**config.mk**
```make
export PLATFORM = sky130hd
export DESIGN_NAME = sg_chain_walker
export DESIGN_NICKNAME = d
export VERILOG_FILES = /design/src/rtl/sg_chain_walker.sv
export SDC_FILE = /design/constraint.sdc
export NUM_CORES = 1
export LEC_CHECK = 0
export BUFFER_PORTS_ARGS = -buffer_cell sky130_fd_sc_hd__buf_4
export CORE_UTILIZATION = 25
export DETAILED_ROUTE_END_ITERATION = 8
export PLACE_DENSITY = 0.39
export SLEW_MARGIN = 20
export SYNTH_ARGS = -nofsm -noshare
export SYNTH_HDL_FRONTEND = slang
export SYNTH_SLANG_ARGS = --single-unit
```
**constraint.sdc**
```tcl
create_clock -name clk -period 3.9 [get_ports clk]
set_input_delay 0.195 -clock clk [delete_from_list [all_inputs] [get_ports clk]]
set_output_delay 0.195 -clock clk [all_outputs]
set_load 0.05 [all_outputs]
```
**src/rtl/sg_chain_walker.sv**
```systemverilog
module sg_chain_walker #(
  parameter int NCH = 4,
  parameter int AW  = 32,
  parameter int CW  = 16,
  localparam int CHW = (NCH > 1) ? $clog2(NCH) : 1
) (
  input  logic           clk,
  input  logic           rst_n,
  input  logic           cmd_we,
  input  logic [NCH-1:0] cmd_start,
  input  logic [NCH-1:0] cmd_mask,
  input  logic           ptr_we,
  input  logic [CHW-1:0] ptr_ch,
  input  logic [AW-1:0]  ptr_wdata,
  output logic [NCH-1:0] start_q,
  output logic           rd_req,
  output logic [AW-1:0]  rd_addr,
  input  logic           rd_vld,
  input  logic           rd_err,
  input  logic [31:0]    rd_data,
  output logic           ld_vld,
  output logic [CHW-1:0] ld_ch,
  output logic [31:0]    ld_ctrl,
  output logic [AW-1:0]  ld_src,
  output logic [AW-1:0]  ld_dst,
  output logic [CW-1:0]  ld_cnt,
  output logic [2:0]     ld_ie,
  output logic [AW-1:0]  ld_next,
  output logic [NCH-1:0] tc_clr,
  input  logic [NCH-1:0] xfer_done,
  output logic [NCH-1:0] err_set
);
  localparam int LAST_W  = 4;
  localparam int LINK_B  = 31;
  localparam int TCIE_B  = 29;
  localparam int EOTIE_B = 28;
  localparam int ERRIE_B = 27;

  typedef enum logic [1:0] {F_IDLE, F_REQ, F_WAIT} fst_t;

  fst_t           fst;
  logic [CHW-1:0] fch, pick;
  logic [2:0]     widx;
  logic [31:0]    wbuf [4];
  logic [AW-1:0]  ptr [NCH];
  logic [NCH-1:0] pend, xfer, link;

  always_comb begin
    pick = '0;
    for (int c = NCH - 1; c >= 0; c--)
      if (pend[c]) pick = CHW'(c);
  end

  assign rd_req  = (fst == F_REQ);
  assign rd_addr = ptr[fch] + AW'({widx, 2'b00});

  always_ff @(posedge clk) begin
    if (!rst_n) begin
      fst     <= F_IDLE;
      fch     <= '0;
      widx    <= '0;
      start_q <= '0;
      pend    <= '0;
      xfer    <= '0;
      link    <= '0;
      ld_vld  <= 1'b0;
      ld_ch   <= '0;
      ld_ctrl <= '0;
      ld_src  <= '0;
      ld_dst  <= '0;
      ld_cnt  <= '0;
      ld_ie   <= '0;
      ld_next <= '0;
      tc_clr  <= '0;
      err_set <= '0;
      for (int c = 0; c < NCH; c++) ptr[c] <= '0;
      for (int i = 0; i < 4; i++) wbuf[i] <= '0;
    end else begin
      ld_vld  <= 1'b0;
      tc_clr  <= '0;
      err_set <= '0;
      if (ptr_we) ptr[ptr_ch] <= ptr_wdata;

      case (fst)
        F_IDLE: if (|pend) begin
          fch        <= pick;
          widx       <= '0;
          pend[pick] <= 1'b0;
          fst        <= F_REQ;
        end
        F_REQ: fst <= F_WAIT;
        default: if (rd_vld) begin
          if (rd_err) begin
            err_set[fch] <= 1'b1;
            start_q[fch] <= 1'b0;
            fst          <= F_IDLE;
          end else if (widx == 3'(LAST_W)) begin
            ld_vld      <= 1'b1;
            ld_ch       <= fch;
            ld_ctrl     <= wbuf[0];
            ld_src      <= wbuf[1][AW-1:0];
            ld_dst      <= wbuf[2][AW-1:0];
            ld_cnt      <= wbuf[3][CW-1:0];
            ld_ie       <= {wbuf[3][ERRIE_B], wbuf[3][EOTIE_B], wbuf[3][TCIE_B]};
            ld_next     <= rd_data[AW-1:0];
            tc_clr[fch] <= 1'b1;
            ptr[fch]    <= rd_data[AW-1:0];
            link[fch]   <= wbuf[3][LINK_B];
            xfer[fch]   <= 1'b1;
            fst         <= F_IDLE;
          end else begin
            wbuf[widx[1:0]] <= rd_data;
            widx            <= widx + 3'd1;
            fst             <= F_REQ;
          end
        end
      endcase

      for (int c = 0; c < NCH; c++) begin
        if (xfer_done[c] && xfer[c]) begin
          xfer[c] <= 1'b0;
          if (!link[c]) start_q[c] <= 1'b0;
          else if (start_q[c]) begin
            if (ptr[c][1:0] != 2'b00) begin
              err_set[c] <= 1'b1;
              start_q[c] <= 1'b0;
            end else pend[c] <= 1'b1;
          end
        end
        if (cmd_we && cmd_mask[c]) begin
          start_q[c] <= cmd_start[c];
          if (!cmd_start[c]) pend[c] <= 1'b0;
          else if (!start_q[c] && !xfer[c] && !pend[c] &&
                   !(fst != F_IDLE && fch == CHW'(c))) begin
            if (ptr[c][1:0] != 2'b00) begin
              err_set[c] <= 1'b1;
              start_q[c] <= 1'b0;
            end else pend[c] <= 1'b1;
          end
        end
      end
    end
  end


  masked_start_chk: assert property (@(posedge clk) disable iff (!rst_n)
    cmd_we && !(|xfer_done) && !rd_vld |=>
      ((start_q ^ $past(start_q)) & ~$past(cmd_mask)) == '0);


  no_rise_chk: assert property (@(posedge clk) disable iff (!rst_n)
    !cmd_we |=> (start_q & ~$past(start_q)) == '0);


  word_addr_chk: assert property (@(posedge clk) disable iff (!rst_n)
    rd_req |-> rd_addr[1:0] == 2'b00);


  one_outstanding_chk: assert property (@(posedge clk) disable iff (!rst_n)
    rd_req |=> !rd_req);


  load_after_resp_chk: assert property (@(posedge clk) disable iff (!rst_n)
    ld_vld |-> $past(rd_vld && !rd_err));


  err_abort_chk: assert property (@(posedge clk) disable iff (!rst_n)
    rd_vld && rd_err |=> !rd_req && !ld_vld);


  chain_end_chk: assert property (@(posedge clk) disable iff (!rst_n)
    ((xfer_done & xfer & ~link) != '0) && !cmd_we |=>
      (start_q & $past(xfer_done & xfer & ~link)) == '0);
endmodule

```
Word-level counts from Yosys, hierarchy flattened

Memories as Yosys holds them, arrays and structs flattened. A register that Yosys moved wholly into a read port is not among the register bits.
Cells that the tools add are included.

$lt $le $gt $ge: 4
Reductions and logical operators: 68
$add $sub $neg: 2
Equal/unequal tests: 8
Mux-type cells: 150
Bitwise logic cells: 11

Operators with widths:

| kind                                                | number |
|---|---|
| 2-to-1 mux 1 bit                                    | 119 |
| 2-to-1 mux 32 bit                                   | 3 |
| OR reduction 32 bit                                 | 3 |
| adder 32 x 5 -> 32 bit                              | 1 |
| 2-to-1 mux 4 bit                                    | 8 |
| logical AND 1 bit                                   | 26 |
| 2-to-1 mux 2 bit                                    | 11 |
| logical NOT 1 bit                                   | 19 |
| 2-to-1 mux 3 bit                                    | 4 |
| nonzero test 2 bit                                  | 6 |
| OR reduction 2 bit                                  | 5 |
| bitwise AND 4 bit                                   | 2 |
| NOT 4 bit                                           | 2 |
| < comparator 2 x 3 -> 1 bit, second input constant  | 2 |
| NOT 1 bit                                           | 6 |
| one-hot mux 3 bit (2 select lines)                  | 1 |
| OR reduction 6 bit                                  | 1 |
| AND reduction 5 bit                                 | 1 |
| bitwise mux 4 bit                                   | 1 |
| demux 1 bit (select 2 bit)                          | 2 |
| == test 2 x 1 -> 1 bit, second input constant       | 2 |
| == test 2 bit, second input constant                | 2 |
| >= comparator 2 x 1 -> 1 bit, second input constant | 2 |
| logical NOT 2 bit                                   | 2 |
| other kinds (10)                                    | 12 |

RAM bits: 256
Output and inout port bits: 195
Register bits after elaboration: 85
Memories kept: 2

Memories:

| memory | words | width | rd ports | clocked after Yosys merged registers in | wr ports | RTL line | text |
|---|---|---|---|---|---|---|---|
| ptr    | 4     | 32    | 5        | 1                                       | 4        | 45       | `logic [AW-1:0] ptr [NCH];` |
| wbuf   | 4     | 32    | 4        | 3                                       | 4        | 44       | `logic [31:0] wbuf [4];` |

Longest topological paths before layout

Word-level depth: 20
Mapped depth: 12
Gate-level depth less buffers: 9

Least setup slack after synthesis

No wires, ideal clock.

Path kind: register to register
From: register widx[1]
To: memory ptr[3][0], enable pin
Cell stages (with the launch flop): 8
Arrival: 3044 ps
Required time: 3469 ps
Clock period less this slack: 3475 ps
Setup slack: 425 ps
Cell sequence: dfxtp_1 inv_1 ha_1 nand2_1 or3_1 clkbuf_1 clkbuf_1 o211ai_1

RTL lines:

| what                   | RTL line | text |
|---|---|---|
| start, declared        | 43       | `logic [2:0] widx;` |
| start signal, assigned | 113      | `widx <= widx + 3'd1;` |
| end, declared          | 45       |  |

==> flow_summary_export.csv <==
group,metric,value,unit
cts,cts_buffers,51,
sta,maxSlewHeadroom,0.348,
grt,grt_usage,0.168,
yosys,netlist_top_cells_area,"edfxtp_1 (40%), dfxtp_1 (20%), nand2_1 (11%)",
worst_setup_path,crit_type,"flop to output port",
worst_setup_path,worstPathArrival,3460,ps
cells_and_area,drive_above_1_share,0.203,
yosys,yosysSeqAreaShare,0.598,
sta,report.final.slew_viol_count,0,
yosys,synth_top_area_cell,"edfxtp_1",
route,wl_per_cell,20.9,µm
yosys,syn-num-nets,1810,
die,dieArea,0.0746,mm²
cts,clk_latency,590,ps
worst_setup_path,crit_top_cell,"buf_4",
power,power.density,441,mW/mm²
power,pwr-share-clk,0.447,
cts,clock_path_buffers,3,
sta,fin_crit_sh,0.936,
route,vias_per_cell,4.53,
die,rows,99,
grt,grt_overflow,0,
worst_setup_path,slowest_delay,600,ps
power,power_switching,2.55,mW
job,max_cap_violations,0,
route,drc,0,
yosys,synth-edff-count,244,
placed_design,gpl.final_weighted_congestion,0.786,
cells_and_area,final_common_cell,"nand2_1",
yosys,synth_cells,1720,
power,comb_power_share,0.084,
grt,grt_pass1_vias,13600,
sta,rsz0062_at_grt,"no",
yosys,synth_top_area_frac,0.399,
power,leakage,8.65,nW
cts,cts.htree.levels,2,
worst_hold_path,hold_class,"input port to flop",
power,power_frac_seq,0.469,
placed_design,hpwl,40100,µm
yosys,ys_types,53,
worst_setup_path,end_kind,"output port",
grt,antenna_found_initial,9,
route,first_pass_iters,5,
worst_setup_path,critPathBufInv,2,
die,core-area,0.0728,mm²
sta,fmax,274,MHz
cells_and_area,nets,2131,
power,intPower,8.02,mW
sta,fin_setup_tns,0,ps
route,ant_nets,0,
placed_design,dpl_cell_area,0.0215,mm²
route,wirelength,63700,µm
worst_setup_path,crit_slowest_cell,"nor2_2",
yosys,ys.flop_type,"edfxtp_1",
cells_and_area,area_growth,30.6,%
worst_setup_path,crit_required,3700,ps
worst_setup_path,crit_fanout,13,
die,initial_core_util,0.252,
yosys,synth_area,0.0184,mm²
sta,fin_skew,14.4,ps
yosys,synth.avg_cell_area,10.7,µm²
cells_and_area,fin_area,0.0240,mm²
run_status,outcome,"finished, final reports clean",
yosys,yosysWarningCount,0,
cells_and_area,fill_cells,7536,
placed_design,port_buffers,278,
die,die_w,273,µm
power,ir_drop,0.352,mV
worst_setup_path,critPathLaunchType,"flop",
yosys,async_flop_share,0,
power,design_power_total,10.6,mW
cts,cts-root-buf,"clkbuf_16",
power,switching_share,0.241,
grt,grt_pass1_wl,92100,µm
sta,hold_viol,0,
worst_setup_path,path_cells,"buf_4, mux4_2, ha_1, nor2b_1, o21ai_1, nor2_2, nand4_1, xnor2_1, buf_4",
sta,min_period,3650,ps
worst_hold_path,holdPathStages,2,
sta,whs,38.3,ps
cts,clkTransAtPathRegs,60,ps
cts,clock_sinks,427,
worst_setup_path,path_depth,9,
cells_and_area,seq_area,0.0110,mm²
cts,cts_tree,"done",
worst_setup_path,reg2reg_depth,9,
sta,tightest_slew,978,ps
yosys,ys_ff_latch,427,
die,io_pins,279,
route,drtIter0Drc,826,
route,vias,13800,
sta,setup_viol,0,
grt,grt_max_degree,155,
cells_and_area,multi_input_area,0.00693,mm²
worst_setup_path,cp_top_family,"simple AND/OR/NAND/NOR gates",
cells_and_area,final_cell_mix,"nand2_1 (530), buf_4 (299), edfxtp_1 (244), dfxtp_1 (182), a21boi_0 (153)",
die,die_h,273,µm
[layer usage]
| layer | track usage | vias up | share of wire |
|---|---|---|---|
| met5 | 0 | - | 0.00064 |
| met4 | 0.0365 | 8 | 0.018 |
| met3 | 0.0293 | 85 | 0.054 |
| met2 | 0.277 | 365 | 0.47 |
| met1 | 0.230 | 6723 | 0.46 |
| li1 | - | 6630 | - |
[worst register-to-register path, delay by kind of cell (launching register included)]
| kind | cells | cell delay, ps |
|---|---|---|
| AND/OR/NAND/NOR | 4 | 880 |
| flip-flops | 1 | 390 |
| AO/OA/AOI/OAI | 1 | 270 |
| buffers and inverters | 3 | 1180 |
| adder cells (fa/ha/maj) | 1 | 200 |
[final cells by class]
class / instances / area share
sequential: 427 / 0.458
multi-input combinational: 1168 / 0.289
timing repair buffer: 385 / 0.133
clock buffer: 82 / 0.0635
tap: 959 / 0.0500
clock inverter: 14 / 0.00532
inverter: 8 / 0.00125
antenna: 3 / 0.000313
[path summary, 6_finish.rpt]
kind	slack, ps	startpoint	endpoint
worst max-delay path	250	flop	rd_addr[24]
worst min-delay path	40	rst_n	xfer[2]
worst max register to register	840	widx[1]	ptr[3][25]
worst min register to register	460	ld_next[22]	ld_next[22]
[registers in the layout, summed over array words and instances (netlist names), named ones only]
| register | cells |
|---|---|
| ld_vld | 1 |
| ld_ch | 2 |
| ld_dst | 32 |
| pend | 4 |
| ld_ctrl | 32 |
| err_set | 4 |
| tc_clr | 4 |
| ptr | 128 |
| ld_ie | 3 |
| xfer | 4 |
| link | 4 |
| ld_cnt | 16 |
| widx | 3 |
| wbuf | 116 |
| fch | 2 |
| start_q | 4 |
| ld_next | 32 |
| ld_src | 32 |
| fst | 2 |
[cells in the mapped netlist, drive strengths merged, types with 21 or more instances]
master,instances
nand2,530
edfxtp,244
dfxtp,183
a21boi,153
o21ai,107
clkbuf,103
and2,102
a22o,32
mux4,32
nor2,27
and3,26
xnor2,26
nand3,21
[power by group through the flow]
stage | Combinational, mW | Clock [mW] | Sequential [mW]
6_report | 0.887 | 4.73 | 4.96
5_1_grt | 0.944 | 5.04 | 4.97
4_1_cts | 0.906 | 4.88 | 4.96
3_5_place_dp | 0.838 | 0 | 5.06
3_3_place_gp | 0.833 | 0 | 5.05
2_1_floorplan | 0.441 | 0 | 5.04
[per-stage QoR]
stage / worst slack, ps / util / cells
after floorplan: 425 / - / 1720
after global placement: 565 / 0.295 / 2868
after detailed placement: 568 / 0.296 / 2869
after CTS: 190 / 0.329 / 3043
after global routing: 72.0 / 0.329 / 3044
final: 249 / 0.329 / 3046
[repair_timing]
item,in CTS,in global routing
hold endpoints to repair,190,0
setup buffers,0,0
hold buffers,78,0
setup endpoints to repair,5,0
resized for setup,1,0
[cells by family (layout without fill, tap and decap cells)]
kind of cell | count (synthesis) | in the layout | share of synthesized area
and+or+nand+nor | 764 | 764 | 0.188
DFF | 427 | 427 | 0.598
AOI/OAI and AO/OA | 331 | 331 | 0.122
buffers and inverters | 125 | 489 | 0.0281
muxes | 37 | 37 | 0.0454
xor gates and xnor gates | 30 | 30 | 0.0143
adders and majority gates | 6 | 6 | 0.00450
other | 0 | 3 | 0
No activity file was read; power rests on OpenSTA's default activity.
